===== src/rtl/qdec_pkg.sv =====
package qdec_pkg;
  typedef logic [1:0] qstate_t;  // {A, B}

  localparam int unsigned CH_A = 1;
  localparam int unsigned CH_B = 0;

  // successor of s in the counting-up Gray order
  function automatic qstate_t step_up(qstate_t s);
    return {~s[CH_B], s[CH_A]};
  endfunction
endpackage


===== src/rtl/qdec_sync.sv =====
module qdec_sync #(
  parameter int unsigned WIDTH  = 2,
  parameter int unsigned STAGES = 2
) (
  input  logic             clk_i,
  input  logic             rst_ni,
  input  logic [WIDTH-1:0] d_i,
  output logic [WIDTH-1:0] q_o
);
  logic [WIDTH-1:0] chain_q [STAGES];

  for (genvar s = 0; s < STAGES; s++) begin : g_stage
    if (s == 0) begin : g_first
      always_ff @(posedge clk_i or negedge rst_ni) begin
        if (!rst_ni) chain_q[0] <= '0;
        else         chain_q[0] <= d_i;
      end
    end else begin : g_next
      always_ff @(posedge clk_i or negedge rst_ni) begin
        if (!rst_ni) chain_q[s] <= '0;
        else         chain_q[s] <= chain_q[s-1];
      end
    end
  end

  assign q_o = chain_q[STAGES-1];
endmodule


===== src/rtl/qdec_filter.sv =====
module qdec_filter #(
  parameter int unsigned FILT_LEN = 3
) (
  input  logic clk_i,
  input  logic rst_ni,
  input  logic prime_i,
  input  logic d_i,
  output logic q_o
);
  localparam int unsigned CW = $clog2(FILT_LEN + 1);
  localparam logic [CW-1:0] LAST = CW'(FILT_LEN - 1);

  logic          lvl_q;
  logic [CW-1:0] run_q;

  always_ff @(posedge clk_i or negedge rst_ni) begin
    if (!rst_ni) begin
      lvl_q <= 1'b0;
      run_q <= '0;
    end else if (prime_i) begin
      lvl_q <= d_i;
      run_q <= '0;
    end else if (d_i != lvl_q) begin
      if (run_q == LAST) begin
        lvl_q <= d_i;
        run_q <= '0;
      end else begin
        run_q <= run_q + 1'b1;
      end
    end else begin
      run_q <= '0;  // run broken: start over
    end
  end

  assign q_o = lvl_q;
endmodule


===== src/rtl/qdec_step.sv =====
module qdec_step
  import qdec_pkg::*;
(
  input  logic    clk_i,
  input  logic    rst_ni,
  input  logic    prime_i,
  input  qstate_t st_i,
  output logic    cnt_o,
  output logic    dir_o,
  output logic    err_o
);
  qstate_t prev_q;
  qstate_t diff;
  logic    cnt_q, dir_q, err_q;

  assign diff = st_i ^ prev_q;

  always_ff @(posedge clk_i or negedge rst_ni) begin
    if (!rst_ni) begin
      prev_q <= '0;
      cnt_q  <= 1'b0;
      dir_q  <= 1'b0;
      err_q  <= 1'b0;
    end else begin
      prev_q <= st_i;
      if (prime_i) begin
        cnt_q <= 1'b0;
        err_q <= 1'b0;
      end else begin
        cnt_q <= ^diff;
        err_q <= &diff;
        if (^diff) dir_q <= (st_i == step_up(prev_q));
      end
    end
  end

  assign cnt_o = cnt_q;
  assign dir_o = dir_q;
  assign err_o = err_q;
endmodule


===== src/rtl/quad_filt_decoder.sv =====
module quad_filt_decoder
  import qdec_pkg::*;
#(
  parameter int unsigned SYNC_STAGES = 2,
  parameter int unsigned FILT_LEN    = 3
) (
  input  logic clk_i,
  input  logic rst_ni,
  input  logic a_raw_i,
  input  logic b_raw_i,
  output logic cnt_o,
  output logic dir_o,
  output logic err_o,
  output logic a_o,
  output logic b_o
);
  // sync fill, one filter load, one decoder seed
  localparam int unsigned PRIME_LEN = SYNC_STAGES + 2;
  localparam int unsigned PW = $clog2(PRIME_LEN + 1);
  localparam logic [PW-1:0] PRIME_END = PW'(PRIME_LEN);

  logic [PW-1:0] prime_cnt_q;
  logic          prime;
  qstate_t       raw, sync_st, filt_st;

  always_ff @(posedge clk_i or negedge rst_ni) begin
    if (!rst_ni)     prime_cnt_q <= '0;
    else if (prime)  prime_cnt_q <= prime_cnt_q + 1'b1;
  end
  assign prime = (prime_cnt_q != PRIME_END);

  assign raw[CH_A] = a_raw_i;
  assign raw[CH_B] = b_raw_i;

  qdec_sync #(.WIDTH(2), .STAGES(SYNC_STAGES)) u_sync (
    .clk_i (clk_i),
    .rst_ni(rst_ni),
    .d_i   (raw),
    .q_o   (sync_st)
  );

  for (genvar c = 0; c < 2; c++) begin : g_ch
    qdec_filter #(.FILT_LEN(FILT_LEN)) u_filt (
      .clk_i  (clk_i),
      .rst_ni (rst_ni),
      .prime_i(prime),
      .d_i    (sync_st[c]),
      .q_o    (filt_st[c])
    );
  end

  qdec_step u_step (
    .clk_i  (clk_i),
    .rst_ni (rst_ni),
    .prime_i(prime),
    .st_i   (filt_st),
    .cnt_o  (cnt_o),
    .dir_o  (dir_o),
    .err_o  (err_o)
  );

  assign a_o = filt_st[CH_A];
  assign b_o = filt_st[CH_B];
endmodule


===== config.mk =====
export PLATFORM = sky130hd
export DESIGN_NAME = quad_filt_decoder
export DESIGN_NICKNAME = d
export VERILOG_FILES = /design/src/rtl/qdec_pkg.sv /design/src/rtl/qdec_sync.sv /design/src/rtl/qdec_filter.sv /design/src/rtl/qdec_step.sv /design/src/rtl/quad_filt_decoder.sv
export SDC_FILE = /design/constraint.sdc
export NUM_CORES = 1
export LEC_CHECK = 0
export BUFFER_PORTS_ARGS = -buffer_cell sky130_fd_sc_hd__buf_4
export CORE_AREA = 2 2 45 47
export CTS_CLUSTER_DIAMETER = 150
export CTS_CLUSTER_SIZE = 25
export DETAILED_ROUTE_END_ITERATION = 10
export DIE_AREA = 0 0 47 49
export PLACE_DENSITY_LB_ADDON = 0.05
export SLEW_MARGIN = 20
export SYNTH_ARGS = -nofsm -noshare
export SYNTH_HDL_FRONTEND = slang
export SYNTH_SLANG_ARGS = --single-unit

===== constraint.sdc =====
create_clock -name clk_i -period 1.6 [get_ports clk_i]
set_input_delay 0.16 -clock clk_i [delete_from_list [all_inputs] [get_ports clk_i]]
set_output_delay 0.16 -clock clk_i [all_outputs]
set_load 0.05 [all_outputs]

==> flow_summary.ini <==
[run_status]
status = finished, final reports clean

[sta]
tightestPinTransition_ps = 233
tns_ps = 0
drv_slew = 0
setup_viol = 0
layout_min_cycle_time_ps = 1430
skew_ps = 2.19
hold_violations = 0
fmax_ghz = 0.702
relSlewSlack = 0.843
final.setup.worst_slack_ps = 175
rsz0062_at_grt = no
finalCritPeriodShare = 0.891

[drt]
drc = 0
antenna_left = 0
vias = 415
wl_per_cell_um = 10.4
dr.first_iter.drc_count = 5
drt_wl_total_um = 999
vias_per_cell = 4.32
first_pass_iters = 4

[placed_design]
place_ws_ps = 187
dpl.hpwl_um = 688
io_buffer_count = 8
gp_congestion = 0.720

[layout]
diodes = 0
final_nets = 77
drive_gt1_frac = 0.261
area_growth_pct = 25.4

[logic_synthesis]
synth_xor_area_frac = 0.0888
synth_most_common_cell = dfrtp_1
synth_edf_count = 0
seq_area_frac_synth = 0.652
yosysTopAreaCellShare = 0.652
yosys.area.top_type = dfrtp_1
synth-simple-area-share = 0.105
synth_area_leaders = dfrtp_1 65%, ha_1 5.4%, xnor2_1 5.1%, xor2_1 3.8%, nor4_1 3.6%
async_reset_ff_frac = 1.00
synth-seq-cells = 18
yosysWarnings = 0
yosys-top-cells-count = 18 x dfrtp_1, 5 x inv_1, 4 x nor4_1, 4 x xnor2_1
synthMuxAreaShare = 0.0326
synth_top_family_by_area = simple AND/OR/NAND/NOR gates
ys.flop_type = dfrtp_1
synthDistinctLibCells = 15
avgSynthCellArea_um2 = 13.3
netlist_instances = 52
synth_compound_area_frac = 0.0399
synthesis.nets = 59
synthesis.area_um2 = 691
synth_adder_area_share = 0.0543

[global_routing]
grt-ovfl-total = 0
grt.total_usage = 0.120
grt_max_degree = 19
grt_pass1_wl_um = 1860
grt_antenna_before_repair = 0
grt_pass1_vias = 413

[hold_path]
min_path_type = in -> async

[floorplan]
start_util = 0.375
io_pins = 9
fp.dieH_um = 49
fp-row-count = 16
fp.dieArea_mm2 = 0.00230
core_area_mm2 = 0.00184
die_width_um = 47

[clock_network]
post_cts_buffers = 0
root_buffer = clkbuf_4
clk_latency_ps = 290
cts.repair.resized = 0
cts.clk_slew.worst_paths_ps = 100
h-tree-depth = 1
cts_sinks = 18
cts_max_path_buffers = 2
cts_tree = done
cts_made_buffers = 3

[run]
maxCapViolations = 0

[setup_path]
startpoint_type = register
cp.arrival_ps = 1610
worstSetupPathType = reg -> reg
slowest_delay_ps = 390
critical-path-slowest-cell = dfrtp_1
critPathMaxFanout = 9
cp.required_ps = 1780
critPathCaptureType = register
path_cells = inv_1, ha_1, nand2_4, a21oi_2, mux2_2

[pwr]
vdd_drop_max_v = 0.000627
p_leak_nw = 0.403
p_per_area_mw_per_mm2 = 1950
cell families (layout without fill, tap and decap cells):
group | after synthesis | in the layout
and+or+nand+nor | 13 | 13
xor gates and xnor gates | 7 | 7
adders and majority gates | 3 | 3
muxes | 2 | 2
DFF | 18 | 18
AOI/OAI and AO/OA | 4 | 4
buffers and inverters | 5 | 22
state kept, by name (all words and copies together), names as in the netlist:
register / count
u_step.cnt_o: 1
prime_cnt_q: 3
u_step.prev_q: 2
g_ch.u_filt.q_o: 2
u_step.err_o: 1
u_sync.chain_q: 2
g_ch.u_filt.run_q: 4
u_sync.q_o: 2
u_step.dir_o: 1
through the flow:
stage / std cells / util / total power [mW] / hold slack (ps) / instance area, µm²
after floorplan: 52 / - / 1.21 / -136 / 691
after global placement: 89 / 0.434 / 1.45 / 40.0 / 800
final: 96 / 0.470 / 1.69 / 258 / 866
after detailed placement: 89 / 0.434 / 1.43 / 42.3 / 800
after CTS: 96 / 0.470 / 1.72 / 256 / 866
after global routing: 96 / 0.470 / 1.85 / 277 / 866
cell usage in the layout, fill, tap and decap left out:
master,n
and3_1,2
clkbuf_8,1
buf_4,10
o21ai_0,2
nand2_4,1
mux2_2,1
nor2_1,3
xor2_1,3
a21oi_2,2
nand2_1,2
nor4_1,4
ha_1,3
nand3_1,1
clkbuf_4,3
mux2_1,1
dfrtp_1,18
inv_1,5
xnor2_1,4
dlygate4sd3_1,3
critical path, delay by kind of cell, from the launching register on:
family                     cells  cell delay [ps]
muxes                          1              340
and+or+nand+nor                1              120
DFF                            1              390
AOI/OAI and AO/OA              1              130
adders and majority gates      1              250
buffers and inverters          1              100
layer usage:
| metal | share of wire | vias up | track usage |
|---|---|---|---|
| li1 | - | 209 | - |
| met1 | 0.46 | 193 | 0.149 |
| met2 | 0.47 | 9 | 0.174 |
| met3 | 0.027 | 4 | 0.0222 |
| met4 | 0.038 | 0 | 0.0972 |
| met5 | 0 | - | 0 |
area by class of cell:
type | count | area (µm²)
repair buffers | 13 | 105
well taps | 27 | 33.8
fillers | 181 | 976
flip-flops and latches | 18 | 450
inverters | 5 | 18.8
clock buffers | 4 | 36.3
multi-input cells | 29 | 221
report_power, final:
group,switching [mW],internal (mW)
Sequential,0.0798,0.596
Clock,0.137,0.139
Combinational,0.435,0.306
timing repair:
action                                 CTS  global route
setup endpoints to repair                0             0
endpoints found under the hold margin   20             0
hold buffers                             3             0
final timing paths:
check                           depth (start not counted)  slack [ps]               from                 endpoint
worst max-delay path                                    5         170     prime_cnt_q[0]       g_ch[1].u_filt.q_o
worst min-delay path                                    2         260             rst_ni           prime_cnt_q[2]
worst max register to register                          5         170     prime_cnt_q[0]       g_ch[1].u_filt.q_o
worst min register to register                          0         360  u_sync.chain_q[3]            u_sync.q_o[1]
max in group asynchronous                               2        1150             rst_ni  g_ch[1].u_filt.run_q[1]
min in group clk_i                                      0         360  u_sync.chain_q[3]            u_sync.q_o[1]
(Power assumes the default switching activity.)
